`config.mk`:
```
export PLATFORM = sky130hd
export DESIGN_NAME = can_tx_pin_steer
export DESIGN_NICKNAME = d
export VERILOG_FILES = /design/src/rtl/can_tx_pin_steer.sv
export SDC_FILE = /design/constraint.sdc
export NUM_CORES = 1
export LEC_CHECK = 0
export ABC_CLOCK_PERIOD_IN_PS = 5000
export BUFFER_PORTS_ARGS = -buffer_cell sky130_fd_sc_hd__buf_2
export CAP_MARGIN = 20
export CORE_MARGIN = 10
export CORE_UTILIZATION = 46
export CTS_CLUSTER_DIAMETER = 60
export DETAILED_ROUTE_END_ITERATION = 10
export GPL_TIMING_DRIVEN = 0
export PLACE_DENSITY = 0.84
export SETUP_SLACK_MARGIN = 0.4
export SLEW_MARGIN = 20
export SYNTH_ARGS = -nofsm -noshare
export SYNTH_HDL_FRONTEND = slang
export SYNTH_SLANG_ARGS = --single-unit
```
`constraint.sdc`:
```
create_clock -name clk -period 5 [get_ports clk]
set_clock_uncertainty 0.1 [all_clocks]
set_input_delay 0.5 -clock clk [delete_from_list [all_inputs] [get_ports clk]]
set_output_delay 0.5 -clock clk [all_outputs]
set_load 0.02 [all_outputs]
```
`src/rtl/can_tx_pin_steer.sv`:
```
module can_tx_pin_steer #(
  parameter int              AW       = 4,
  parameter logic [AW-1:0]   CTL_ADDR = 4'd8
) (
  input  logic          clk,
  input  logic          rst_n,
  input  logic [AW-1:0] reg_addr,
  input  logic          reg_wr,
  input  logic [7:0]    reg_wdata,
  output logic [7:0]    reg_rdata,
  input  logic          rst_req,
  input  logic          sleep,
  input  logic          tx_bit,
  input  logic          bit_stb,
  input  logic          tx_clk,
  input  logic          cmp_out,
  output logic [1:0]    pu_en,
  output logic [1:0]    pd_en
);
  localparam logic [1:0] M_BIPH = 2'b00;
  localparam logic [1:0] M_TEST = 2'b01;
  localparam logic [1:0] M_CLK  = 2'b11;

  logic [7:0] ctl_q;
  logic       side_q;

  wire [1:0] mode    = ctl_q[1:0];
  wire [1:0] inv     = {ctl_q[5], ctl_q[2]};
  wire [1:0] up_ok   = {ctl_q[7], ctl_q[4]};
  wire [1:0] dn_ok   = {ctl_q[6], ctl_q[3]};
  wire       biph    = (mode == M_BIPH);
  wire       data    = sleep | tx_bit;
  wire       hit     = (reg_addr == CTL_ADDR);

  always_ff @(posedge clk or negedge rst_n)
    if (!rst_n)                 ctl_q <= 8'h00;
    else if (reg_wr && hit && rst_req) ctl_q <= reg_wdata;

  always_ff @(posedge clk or negedge rst_n)
    if (!rst_n)                 side_q <= 1'b0;
    else if (rst_req)           side_q <= 1'b0;
    else if (biph && bit_stb && !data) side_q <= ~side_q;

  assign reg_rdata = hit ? ctl_q : 8'h00;

  logic [1:0] src, act;
  always_comb begin
    src[0] = data;
    case (mode)
      M_CLK:   src[1] = sleep | tx_clk;
      M_TEST:  src[1] = sleep | cmp_out;
      default: src[1] = data;
    endcase
    if (rst_req)   act = 2'b00;
    else if (biph) act = data ? 2'b00 : (side_q ? 2'b10 : 2'b01);
    else           act = 2'b11;
  end

  wire [1:0] lvl = src ^ inv;
  assign pu_en = act & lvl & up_ok;
  assign pd_en = act & ~lvl & dn_ok;

  assert_locked_write_R2: assert property (@(posedge clk) disable iff (!rst_n)
    !rst_req |=> $stable(ctl_q));
  assert_reset_float_R3: assert property (@(posedge clk) disable iff (!rst_n)
    rst_req |-> (pu_en == 2'b00 && pd_en == 2'b00));
  assert_side_home_R3: assert property (@(posedge clk) disable iff (!rst_n)
    rst_req |=> !side_q);
  assert_biph_single_R8: assert property (@(posedge clk) disable iff (!rst_n)
    biph |-> $onehot0({pu_en[1] | pd_en[1], pu_en[0] | pd_en[0]}));
  assert_biph_recessive_R8: assert property (@(posedge clk) disable iff (!rst_n)
    (biph && data) |-> (pu_en == 2'b00 && pd_en == 2'b00));
  assert_biph_flip_R8: assert property (@(posedge clk) disable iff (!rst_n)
    (biph && bit_stb && !data && !rst_req) |=> (side_q != $past(side_q)));
endmodule

```
=== Yosys cells after proc, flatten, opt, wreduce, memory -nomap -nowiden ===
Cells that the tools add are included.

* Register bits after elaboration: 9
* Input bits: 21

* Mux-type cells: 8
* Reductions and logical operators: 7
* Bitwise operators: 10
* Eq/ne operators: 3

{| class="wikitable"
|+ Operators with widths
! operator !! number
|-
| $and A2 B2 Y2 || 4
|-
| $mux W2 || 4
|-
| $mux W8 || 1
|-
| $eq A4 B4 Y1 const B || 1
|-
| $logic_and A1 B1 Y1 || 4
|-
| $or A1 B1 Y1 || 3
|-
| $eq A2 B1 Y1 const B || 1
|-
| $eq A2 B2 Y1 const B || 1
|-
| $logic_not A2 Y1 || 1
|-
| $mux W1 || 2
|-
| $not A2 Y2 || 1
|-
| $pmux W1 S2 || 1
|-
| $reduce_bool A2 Y1 || 1
|-
| $xor A2 B2 Y2 || 1
|-
| $logic_not A1 Y1 || 1
|-
| $not A1 Y1 || 1
|}

=== Logic depth before layout (Yosys ltp) ===
* Depth in word-level cells: 6
* Mapped depth: 4
* Gate-level depth less buffers: 3

=== Worst setup path after synthesis ===
No wires, ideal clock.

* Kind: register to output
* Start point: register ctl_q[1]
* End point: output port pu_en[1]
* Arrival time: 1.486 ns
* Stages on the path, launching flop included: 5
* Slack: 2.914 ns
* Required time: 4.400 ns
* Buffers on the path: 1
* Cells stage by stage: dfrtp_1 > buf_6 > mux2_2 > or3_1 > a31oi_1

* Word-level cells in the longest chain between the ends: 5
* Elaborated cells between the ends (all ways): 9

{| class="wikitable"
|+ RTL lines
! what !! RTL line !! source
|-
| start: declaration || 24 || <nowiki>logic [7:0] ctl_q;</nowiki>
|-
| start signal: assignment || 37 || <nowiki>else if (reg_wr && hit && rst_req) ctl_q <= reg_wdata;</nowiki>
|-
| $eq A2 B1 Y1 (tied with other cells) || 49 || <nowiki>case (mode)</nowiki>
|-
| $pmux W1 S2 / $mux W2 (equally long branches) || 49, 55 ||
|-
| $xor A2 B2 Y2 / $mux W2 (equally long branches) || 59, 54 ||
|-
| $and A2 B2 Y2 (*) (2 in series) || 60 || <nowiki>assign pu_en = act & lvl & up_ok;</nowiki>
|-
| end: declaration || 17 || <nowiki>output logic [1:0] pu_en,</nowiki>
|}

Every way passes the cells marked *; elsewhere a longest branch is shown, timed or not.

=== Worst setup path in the final report ===
* Start point: register ctl_q[0]
* End point: output port pd_en[1]

* Word-level cells in the longest chain between the ends: 6
* Elaborated cells between the ends (all ways): 10

{| class="wikitable"
|+ RTL lines
! what !! RTL line !! source
|-
| $eq A2 B1 Y1 / $eq A2 B2 Y1 (equally long branches) || 49 ||
|-
| $pmux W1 S2 || 49 ||
|-
| $xor A2 B2 Y2 || 59 || <nowiki>wire [1:0] lvl = src ^ inv;</nowiki>
|-
| $not A2 Y2 || 61 || <nowiki>assign pd_en = act & ~lvl & dn_ok;</nowiki>
|-
| $and A2 B2 Y2 (*) (2 in series) || 61 ||
|-
| end: declaration || 18 || <nowiki>output logic [1:0] pd_en</nowiki>
|}

Marked as above.

==> impl_metrics.py <==
metrics = {
    "power_and_ir_drop": {
        "p_leak_nw": 0.4246,
        "peakVddDrop_uv": 208.5,
        "p_per_area_nw_per_um2": 256.8,
    },
    "cts": {
        "cts_root_buffer": "clkbuf_4",
        "htree_num_levels": 1,
        "clk_path_buf_depth": 2,
        "cts_tree": "built",
        "cts_buffers": 3,
        "post_cts_resized": 0,
        "cts.reportedPaths.clkPinSlew_ns": 0.06,
        "clock_latency_ns": 0.24,
        "clock_sinks": 9,
        "cts_setup_buffers": 0,
    },
    "yosys": {
        "yosysSeqAreaShare_pct": 36.89,
        "synth_compound_area_share_pct": 10.45,
        "synthCells": 60,
        "syn_area_um2": 610.6,
        "synth_top_family_by_area": "simple AND/OR/NAND/NOR gates",
        "yosys-mux-area-fraction_pct": 16.60,
        "synth_fa_ha_area_share_pct": 0,
        "synth-xor-area-share_pct": 0,
        "ys_warn_count": 0,
        "synth-seq-cells": 9,
        "ys_types": 27,
        "syn_nets": 81,
        "avgSynthCellArea_um2": 10.18,
        "synth-simple-area-share_pct": 30.94,
    },
    "detailed_routing": {
        "drt-pass1-iter-count": 2,
        "wl_per_cell_um": 13.38,
        "drt-vias-per-instance": 5.170,
        "vias": 579,
        "route.antenna.remaining_nets": 0,
        "drt_iter0_markers": 4,
        "wl_mm": 1.499,
        "post-route-drc-count": 0,
    },
    "finish": {
        "final_cell_area_um2": 825.8,
        "layout-drive-gt1-share_pct": 52.58,
        "fin_nets": 119,
        "antenna_cells": 0,
        "final_common_cell": "buf_2",
        "area_growth_pct": 35.25,
        "seqCellArea_um2": 225.2,
        "multi_input_area_um2": 354.1,
        "n_fill_cell": 102,
        "final_cell_mix": "buf_2, mux2_2, dfrtp_1, and2_1",
    },
    "global_routing": {
        "grt_pass1_wl_mm": 2.546,
        "met2_usage_pct": 17.40,
        "grt_use_met3_pct": 2.921,
        "grt-busiest-layer": "met2",
        "grt_antenna_before_repair": 0,
        "grt_max_degree": 11,
        "first_global_vias": 628,
        "use_met1_pct": 8.976,
        "grt_overflow": 0,
        "grt_util_all_layers_pct": 9.185,
    },
    "placed_design": {
        "io_buffer_count": 32,
        "placed_area_um2": 789.5,
        "gp_congestion": 0.7289,
        "hpwl_mm": 1.280,
    },
    "timing": {
        "period_minus_slack_ns": 2.341,
        "setup_viol": 0,
        "worst_slew_pin_slew_ns": 0.4053,
        "slew_viol_final": 0,
        "setup_tns_ns": 0,
        "fmax_mhz": 427.2,
        "hold_viol": 0,
        "rsz0062_at_grt": "no",
        "period_share_pct": 46.82,
        "max_slew_margin_pct": 72.87,
    },
    "worst_hold_path": {
        "holdPathStages": 2,
        "hp-class": "input port to flip-flop",
    },
    "die": {
        "die_x_um": 56.43,
        "die_h_um": 56.43,
        "initial_core_util_pct": 48.13,
        "core_um2": 1269,
        "die_area_um2": 3184,
        "std_cell_rows": 13,
        "io_pins": 33,
    },
    "worst_setup_path": {
        "crit_arrival_ns": 1.74,
        "reg2reg_setup_slack_ns": 3.33,
        "crit_type": "flip-flop to output port",
        "r2r_cells": 4,
        "startpoint": "ctl_q[0]",
        "endpoint": "pd_en[1]",
        "crit-reg2reg-launch": "ctl_q[1]",
        "timing.rr.end": "side_q",
        "cp-start-kind": "flip-flop",
        "cp_data_required_time_ns": 4.40,
        "worstPathMaxFanout": 10,
        "endpoint_kind": "output port",
    },
    "flow_run": {
        "maxCapViolCount": 0,
    },
    "status": {
        "status": "completed",
    },
}
==> worst min path at each step <==
stage | start | endpoint
floorplan | rst_n | ctl_q[0]
global placement | rst_n | ctl_q[7]
detailed placement | rst_n | ctl_q[7]
CTS | rst_req | side_q
global route | rst_req | side_q
finish | rst_req | side_q
==> cells in the mapped netlist <==
cell type / number / area (µm²)
a21oi_1: 3 / 15.01
a311oi_1: 1 / 8.760
a31oi_1: 1 / 6.260
and2_1: 7 / 43.79
and2_2: 1 / 7.510
and3_1: 1 / 6.260
and4_1: 1 / 8.760
buf_2: 1 / 5.000
buf_6: 1 / 11.26
clkbuf_1: 1 / 3.750
dfrtp_1: 9 / 225.2
inv_1: 3 / 11.26
mux2_2: 9 / 101.4
nand2_1: 3 / 11.26
nand3_1: 1 / 5.000
nand3b_1: 2 / 15.01
nor2_1: 2 / 7.510
nor2b_1: 1 / 6.260
nor3b_1: 2 / 15.01
nor4b_4: 1 / 23.77
o21ai_0: 1 / 5.000
o221ai_1: 1 / 8.760
o311a_2: 1 / 11.26
o311ai_0: 1 / 8.760
or3_1: 3 / 18.77
or3b_2: 1 / 8.760
or4_4: 1 / 11.26
==> metal layers <==
| metal | up-vias | routed length [µm] |
|---|---|---|
| li1 | 293 | - |
| met1 | 270 | 574 |
| met2 | 14 | 824 |
| met3 | 2 | 88 |
| met4 | 0 | 12 |
| met5 | - | 0 |
==> per-stage QoR <==
| step | utilization, % | total power, mW | setup WS (ns) | hold slack (ns) | cells |
|---|---|---|---|---|---|
| 3_5_place_dp | 62.23 | 0.1615 | 2.862 | 0.2546 | 107 |
| 6_report | 65.09 | 0.2121 | 2.659 | 0.3344 | 112 |
| 5_1_grt | 65.09 | 0.2262 | 2.533 | 0.3300 | 112 |
| 3_3_place_gp | 62.23 | 0.1584 | 2.871 | 0.2541 | 107 |
| 4_1_cts | 65.09 | 0.2142 | 2.650 | 0.3313 | 112 |
| 2_1_floorplan | - | 0.1386 | 2.914 | 0.1044 | 60 |
==> report_power, final <==
part,switching [mW],internal [mW],total (mW)
clock,0.0212,0.0305,0.0517
sequential,0.0111,0.0860,0.0971
combinational,0.0295,0.0338,0.0633
total,0.0618,0.150,0.212
==> cells by family after synthesis <==
group | Yosys count
buffers and inverters | 6
flip-flops | 9
multiplexers | 9
AO/OA/AOI/OAI | 9
AND/OR/NAND/NOR | 27
==> registers in the layout, summed over array words and instances, names as in the netlist <==
register and count:
side_q 1, ctl_q 8
==> final cells by class <==
class | count | share of cell area, %
buffer | 3 | 2.424
multi-input combinational | 45 | 42.88
clock buffer | 4 | 3.182
sequential | 9 | 27.27
timing repair buffer | 33 | 20.61
tap | 15 | 2.273
inverter | 3 | 1.364
==> critical path, stage by stage, from the launching register on <==
cell	delay (ns)
dfrtp_1	0.36
clkbuf_1	0.33
nor3b_1	0.10
a311oi_1	0.33
and4_1	0.22
buf_2	0.16
==> repair_timing <==
action | in CTS | in global routing
hold buffers | 1 | 0
endpoints found under the hold margin | 9 | 0
setup endpoints to repair | 0 | 0
No activity file was read; power rests on OpenSTA's default activity.
